==> src/rtl/trf_pkg.sv <==
package trf_pkg;
    localparam int TEMP_W = 16;
    localparam int RESP_W = 32;
    localparam int KSH_W  = 4;

    typedef enum logic [2:0] {
        ST_EMPTY,
        ST_TRACK,
        ST_FAULT,
        ST_LOW,
        ST_HIGH
    } trf_state_e;
endpackage

==> src/rtl/trf_sanitize.sv <==
// Moves real readings out of the reserved code block and caps positives at zero.
module trf_sanitize #(
    parameter int TW = trf_pkg::TEMP_W
) (
    input  logic [TW-1:0] raw,
    output logic [TW-1:0] clean
);
    localparam logic [TW-1:0] MIN_NEG  = {1'b1, {(TW-1){1'b0}}};
    localparam logic [TW-1:0] FIRST_OK = MIN_NEG + TW'(4);

    logic is_positive;
    logic in_codes;

    always_comb begin
        is_positive = !raw[TW-1] && (raw != '0);
        in_codes    = (raw[TW-1:2] == MIN_NEG[TW-1:2]);
        if (is_positive) begin
            clean = '0;
        end else if (in_codes) begin
            clean = FIRST_OK;
        end else begin
            clean = raw;
        end
    end
endmodule

==> src/rtl/trf_ewma.sv <==
// Exponential average register with seed-on-first-sample.
module trf_ewma #(
    parameter int TW = trf_pkg::TEMP_W,
    parameter int KW = trf_pkg::KSH_W
) (
    input  logic          clk,
    input  logic          rst_n,
    input  logic          load,
    input  logic [KW-1:0] shift_k,
    input  logic [TW-1:0] sample,
    output logic [TW-1:0] avg,
    output logic          seeded
);
    logic signed [TW:0] diff;
    logic signed [TW:0] step;
    logic [TW-1:0]      avg_next;

    always_comb begin
        diff     = $signed({sample[TW-1], sample}) - $signed({avg[TW-1], avg});
        step     = diff >>> shift_k;
        avg_next = avg + step[TW-1:0];
    end

    always_ff @(posedge clk or negedge rst_n) begin
        if (!rst_n) begin
            avg    <= '0;
            seeded <= 1'b0;
        end else if (load) begin
            avg    <= seeded ? avg_next : sample;
            seeded <= 1'b1;
        end
    end
endmodule

==> src/rtl/trf_ctrl.sv <==
// Report state controller: which kind of content the read words show.
module trf_ctrl
    import trf_pkg::*;
(
    input  logic       clk,
    input  logic       rst_n,
    input  logic       smp_valid,
    input  logic       flt_sensor,
    input  logic       flt_low,
    input  logic       flt_high,
    output trf_state_e state,
    output logic       accept_good
);
    trf_state_e nxt;
    trf_state_e verdict;

    always_comb begin
        if (flt_sensor) begin
            verdict = ST_FAULT;
        end else if (flt_high) begin
            verdict = ST_HIGH;
        end else if (flt_low) begin
            verdict = ST_LOW;
        end else begin
            verdict = ST_TRACK;
        end
    end

    always_comb begin
        nxt = state;
        unique case (state)
            ST_EMPTY: if (smp_valid) nxt = verdict;
            ST_TRACK: if (smp_valid) nxt = verdict;
            ST_FAULT: if (smp_valid) nxt = verdict;
            ST_LOW:   if (smp_valid) nxt = verdict;
            ST_HIGH:  if (smp_valid) nxt = verdict;
            default:  nxt = ST_EMPTY;
        endcase
    end

    always_ff @(posedge clk or negedge rst_n) begin
        if (!rst_n) begin
            state <= ST_EMPTY;
        end else begin
            state <= nxt;
        end
    end

    always_comb begin
        accept_good = smp_valid && (verdict == ST_TRACK);
    end
endmodule

==> src/rtl/temp_report_fmt.sv <==
module temp_report_fmt
    import trf_pkg::*;
#(
    parameter int          TW     = TEMP_W,
    parameter int          RW     = RESP_W,
    parameter int          KW     = KSH_W,
    parameter logic [3:0]  K_INIT = 4'd2
) (
    input  logic          clk,
    input  logic          rst_n,
    input  logic          smp_valid,
    input  logic [TW-1:0] smp_temp,
    input  logic          flt_sensor,
    input  logic          flt_low,
    input  logic          flt_high,
    input  logic          kcfg_we,
    input  logic [KW-1:0] kcfg_val,
    output logic [RW-1:0] inst_word,
    output logic [RW-1:0] filt_word
);
    localparam int            PAD_W     = RW - TW;
    localparam logic [TW-1:0] CODE_GSE  = {1'b1, {(TW-1){1'b0}}};
    localparam logic [TW-1:0] CODE_LOW  = CODE_GSE + TW'(2);
    localparam logic [TW-1:0] CODE_HIGH = CODE_GSE + TW'(3);

    trf_state_e    state;
    logic          accept_good;
    logic [TW-1:0] clean;
    logic [TW-1:0] avg;
    logic          seeded;
    logic [KW-1:0] k_q;
    logic [TW-1:0] inst_q;
    logic [TW-1:0] inst_lo;
    logic [TW-1:0] filt_lo;

    trf_ctrl u_ctrl (
        .clk         (clk),
        .rst_n       (rst_n),
        .smp_valid   (smp_valid),
        .flt_sensor  (flt_sensor),
        .flt_low     (flt_low),
        .flt_high    (flt_high),
        .state       (state),
        .accept_good (accept_good)
    );

    trf_sanitize #(.TW(TW)) u_san (
        .raw   (smp_temp),
        .clean (clean)
    );

    trf_ewma #(.TW(TW), .KW(KW)) u_avg (
        .clk     (clk),
        .rst_n   (rst_n),
        .load    (accept_good),
        .shift_k (k_q),
        .sample  (clean),
        .avg     (avg),
        .seeded  (seeded)
    );

    always_ff @(posedge clk or negedge rst_n) begin
        if (!rst_n) begin
            k_q <= KW'(K_INIT);
        end else if (kcfg_we) begin
            k_q <= kcfg_val;
        end
    end

    always_ff @(posedge clk or negedge rst_n) begin
        if (!rst_n) begin
            inst_q <= '0;
        end else if (accept_good) begin
            inst_q <= clean;
        end
    end

    always_comb begin
        unique case (state)
            ST_TRACK: begin
                inst_lo = inst_q;
                filt_lo = avg;
            end
            ST_LOW: begin
                inst_lo = CODE_LOW;
                filt_lo = CODE_LOW;
            end
            ST_HIGH: begin
                inst_lo = CODE_HIGH;
                filt_lo = CODE_HIGH;
            end
            ST_EMPTY, ST_FAULT: begin
                inst_lo = CODE_GSE;
                filt_lo = CODE_GSE;
            end
            default: begin
                inst_lo = CODE_GSE;
                filt_lo = CODE_GSE;
            end
        endcase
        inst_word = {{PAD_W{1'b0}}, inst_lo};
        filt_word = {{PAD_W{1'b0}}, filt_lo};
    end
endmodule

==> config.mk <==
export PLATFORM = sky130hd
export DESIGN_NAME = temp_report_fmt
export DESIGN_NICKNAME = d
export VERILOG_FILES = /design/src/rtl/trf_pkg.sv /design/src/rtl/trf_sanitize.sv /design/src/rtl/trf_ewma.sv /design/src/rtl/trf_ctrl.sv /design/src/rtl/temp_report_fmt.sv
export SDC_FILE = /design/constraint.sdc
export NUM_CORES = 1
export LEC_CHECK = 0
export BUFFER_PORTS_ARGS = -buffer_cell sky130_fd_sc_hd__buf_2
export CORE_MARGIN = 5
export CORE_UTILIZATION = 52
export CTS_CLUSTER_DIAMETER = 50
export DETAILED_ROUTE_END_ITERATION = 7
export GPL_TIMING_DRIVEN = 0
export PLACE_DENSITY = 0.79
export SETUP_SLACK_MARGIN = 0.4
export SYNTH_ARGS = -nofsm -noshare
export SYNTH_HDL_FRONTEND = slang
export SYNTH_SLANG_ARGS = --single-unit
==> constraint.sdc <==
create_clock -name clk -period 4.6 [get_ports clk]
set_input_delay 0.23 -clock clk [delete_from_list [all_inputs] [get_ports clk]]
set_output_delay 0.23 -clock clk [all_outputs]
set_load 0.03 [all_outputs]
==> summary.txt <==
Routing
  – Met2 wire length: 8.36 mm
  – Via count: 5,529
  – M1 WL: 7.12 mm
  – DRT iter0 DRCs: 577
  – Drt wl/cell: 20.7 um
  – Vias per std cell: 6.33
  – Drt pass-1 iters: 6
  – Post-route ant nets: 0
  – DR WL met3: 1.64 mm
  – Top Layer Used: met4
  – Aggregate routed wire length: 18.1 mm
  – DRC viols: 0

Synthesis
  – Average cell area after synthesis: 7.57 um^2
  – Top FF cell, synth: dfrtp_1
  – EDFF count, synth: 0
  – Mapped Cells: 631
  – Synth Warn #: 0
  – Mapped Area: 4780 um^2
  – Async set-or-reset flop fraction in the synthesized netlist: 100%
  – Yosys reg bits: 40
  – Register area share after synthesis: 21.0%
  – Synth unique cells: 70

Floorplanning
  – Core area: 9110 um^2
  – Num ports: 91
  – Die Height: 106 um
  – Die ar.: 11,200 um^2
  – Row count: 35
  – Initial core utilization: 52.5%
  – Die W: 106 um

Layout
  – ANT cells: 0
  – Area delta synth->final: 36.3%
  – Share of cells above drive strength 1: 34.2%
  – Final net count: 823

CTS
  – H-tree level count: 2
  – CTS buffer count: 5
  – Clock Latency Late Sink: 0.32 ns
  – CTS tree: yes
  – CTS Buffer Depth: 2
  – CTS Sinks: 40
  – Reg clk slew, reported paths: 0.10 ns
  – Clk root buf: clkbuf_8

GRT
  – Largest net degree at the start of global routing: 41
  – Overall global routing resource usage: 30.8%
  – Global-route wire length before repair: 27.5 mm
  – Antenna violations before repair: 0
  – Congestion Overflow GR: 0
  – Vias in the first global route: 5,163

Timing
  – Final worst path period share: 121%
  – Tmin final: 5.56 ns
  – Setup TNS: -6.56 ns
  – RSZ-0062 raised after global routing: true
  – Fmax: 0.180 GHz
  – Skew final: 0.00641 ns
  – Setup WS post-layout: -0.956 ns
  – Worst slew pin tran: 0.983 ns
  – Slew Limit Fails: 0
  – Setup Viol. Count Final: 13
  – Slew margin rel.: 34.5%
  – Final Hold Vio Count: 0

Placement
  – Dpl hpwl: 12.6 mm
  – PortBufs: 57
  – Pre-CTS setup slack: -1.67 ns
  – Final GP Congestion: 0.990

Setup path
  – Crit path required time: 4.79 ns
  – Crit path launch: smp_temp[12]
  – Worst r2r src: u_avg.avg[0]
  – WP data arrival: 5.74 ns
  – Kind of end point of the critical path: flop
  – Critical path type: primary input to flop
  – Crit Path Max Fanout: 6
  – Setup crit start kind: primary input

Power
  – Leak Pwr: 3.04 nW
  – Reg power frac: 11.1%
  – Switching Power: 2.40 mW
  – Worst VDD drop: 366 uV
  – Power density over the cells: 731 nW/um^2
  – Clk pwr share: 6.9%
  – Power Internal: 2.36 mW
  – Switching share of total power: 50.5%
  – Gate power share: 82.0%

Hold path
  – Hold crit path type: primary input to asynchronous set/reset pin

Outcome
  – Outcome: finished, violations left
  – Failing checks: negative setup slack

Flow run
  – Max Cap Viol: 0
==> per-layer routing <==
layer | GRT usage (%) | vias up
met5 | 0 | -
met2 | 50.4 | 371
li1 | - | 2443
met3 | 3.67 | 96
met1 | 41.4 | 2619
met4 | 12.7 | 0
==> repair_timing <==
action / in CTS / in global routing
resized for setup: 96 / 47
endpoints found under the setup margin: 16 / 16
buffers inserted: 20 / 15
pin swaps: 36 / 26
gates cloned: 1 / 0
hold buffers: 0 / 0
==> sequential cells by signal, summed over array words and instances (netlist names) <==
register and cells:
inst_q 16, k_q 4, u_avg.avg 16, u_avg.seeded 1, u_ctrl.state 3
==> cells in the final DEF, fill, tap and decap left out, drive strengths merged, types with 20 or more instances in the layout <==
master    n
xnor2    20
a21oi    52
nand2    64
buf     132
nor3     26
conb     32
dfrtp    39
clkbuf   31
inv      46
o21ai    55
ha       32
nor2     42
==> cell type report <==
| class | count | area [um^2] |
|---|---|---|
| Clock buffer | 5 | 68.8 |
| Sequential cell | 40 | 1000 |
| Buffer | 65 | 392 |
| Tap cell | 111 | 139 |
| Timing Repair Buffer | 93 | 603 |
| Clock inverter | 3 | 46.3 |
| Inverter | 45 | 179 |
| Multi-Input combinational cell | 512 | 4090 |
| Fill cell | 700 | 2590 |
==> critical path, cell delays in order <==
cell,delay [ns]
buf_8,0.10
nor4_4,0.27
nand4_1,0.24
o31ai_4,0.35
buf_6,0.20
nand2_4,0.08
inv_4,0.06
ha_4,0.19
buf_6,0.12
a21o_4,0.20
nor3_4,0.26
a211oi_4,0.12
mux2i_2,0.25
nand2_2,0.15
mux4_2,0.53
mux2_4,0.27
mux2_4,0.30
ha_4,0.26
o21ai_4,0.09
o21ai_4,0.10
a311oi_2,0.32
nor3_2,0.11
a2111oi_4,0.26
xnor2_2,0.18
mux2i_1,0.13
a211oi_1,0.33
==> synth_stat cells, types with 3 or more instances <==
library cell / number / area share [%]
o21bai_1: 4 / 0.63
o211ai_1: 4 / 0.63
ha_1: 32 / 8.4
buf_1: 3 / 0.24
nand3_1: 14 / 1.5
o31ai_1: 4 / 0.63
mux2i_1: 14 / 2.9
mux2_2: 4 / 0.94
a221oi_1: 6 / 1.1
xor2_1: 6 / 1.1
buf_4: 32 / 5.0
a21oi_1: 50 / 5.2
mux4_2: 4 / 1.9
buf_2: 3 / 0.31
nor2_1: 42 / 3.3
and2_1: 15 / 2.0
o21ai_0: 53 / 5.5
nand2b_1: 8 / 1.0
a211oi_1: 17 / 2.7
or2_2: 4 / 0.52
inv_1: 45 / 3.5
nand2_1: 62 / 4.9
nor2b_1: 6 / 0.79
a31oi_1: 4 / 0.52
clkbuf_1: 27 / 2.1
and3_1: 4 / 0.52
o21a_1: 4 / 0.63
nor4_1: 3 / 0.39
or3_1: 6 / 0.79
xnor2_1: 20 / 3.7
nor3_1: 24 / 2.5
dfrtp_1: 39 / 20
o211a_1: 4 / 0.84
a21boi_0: 4 / 0.63
a21o_1: 10 / 1.6
==> through the flow <==
step                      cell area [um^2]  total power [mW]  utilization (%)  std cells  hold slack (ns)
after floorplan                       5040              2.67                -        662          -0.0656
after global placement                5460              3.25             60.0        830            0.417
after detailed placement              5460              3.32             60.0        830            0.427
after CTS                             6180              4.25             67.9        859           0.0988
after global routing                  6520              4.99             71.5        874            0.139
final                                 6520              4.76             71.5        874           0.0652
==> power groups by stage <==
| stage | registers (mW) | logic (mW) | clock network (mW) |
|---|---|---|---|
| 2_1_floorplan | 0.497 | 2.18 | 0 |
| 3_3_place_gp | 0.521 | 2.73 | 0 |
| 3_5_place_dp | 0.526 | 2.79 | 0 |
| 4_1_cts | 0.522 | 3.41 | 0.316 |
| 5_1_grt | 0.537 | 4.12 | 0.334 |
| 6_report | 0.528 | 3.91 | 0.327 |
==> cells by family after synthesis <==
logic type | synth area share [%]
xor gates and xnor gates | 4.76
and+or+nand+nor | 19.9
buffers and inverters | 11.2
muxes | 7.20
other | 0.0785
adders and majority gates | 9.21
AOI/OAI and AO/OA | 26.6
DFF | 21.0
==> final timing paths <==
check                                     end  slack [ns]  depth (start not counted)
worst max-delay path            u_avg.avg[15]       -0.96                         26
worst min-delay path                inst_q[0]        0.07                          1
worst max register to register  u_avg.avg[15]       -0.50                         20
worst min register to register     inst_q[13]        0.48                          2
max in group asynchronous       u_avg.avg[11]        3.93                          1
min in group clk                       k_q[0]        0.11                          3
No activity file was read; power rests on OpenSTA's default activity.
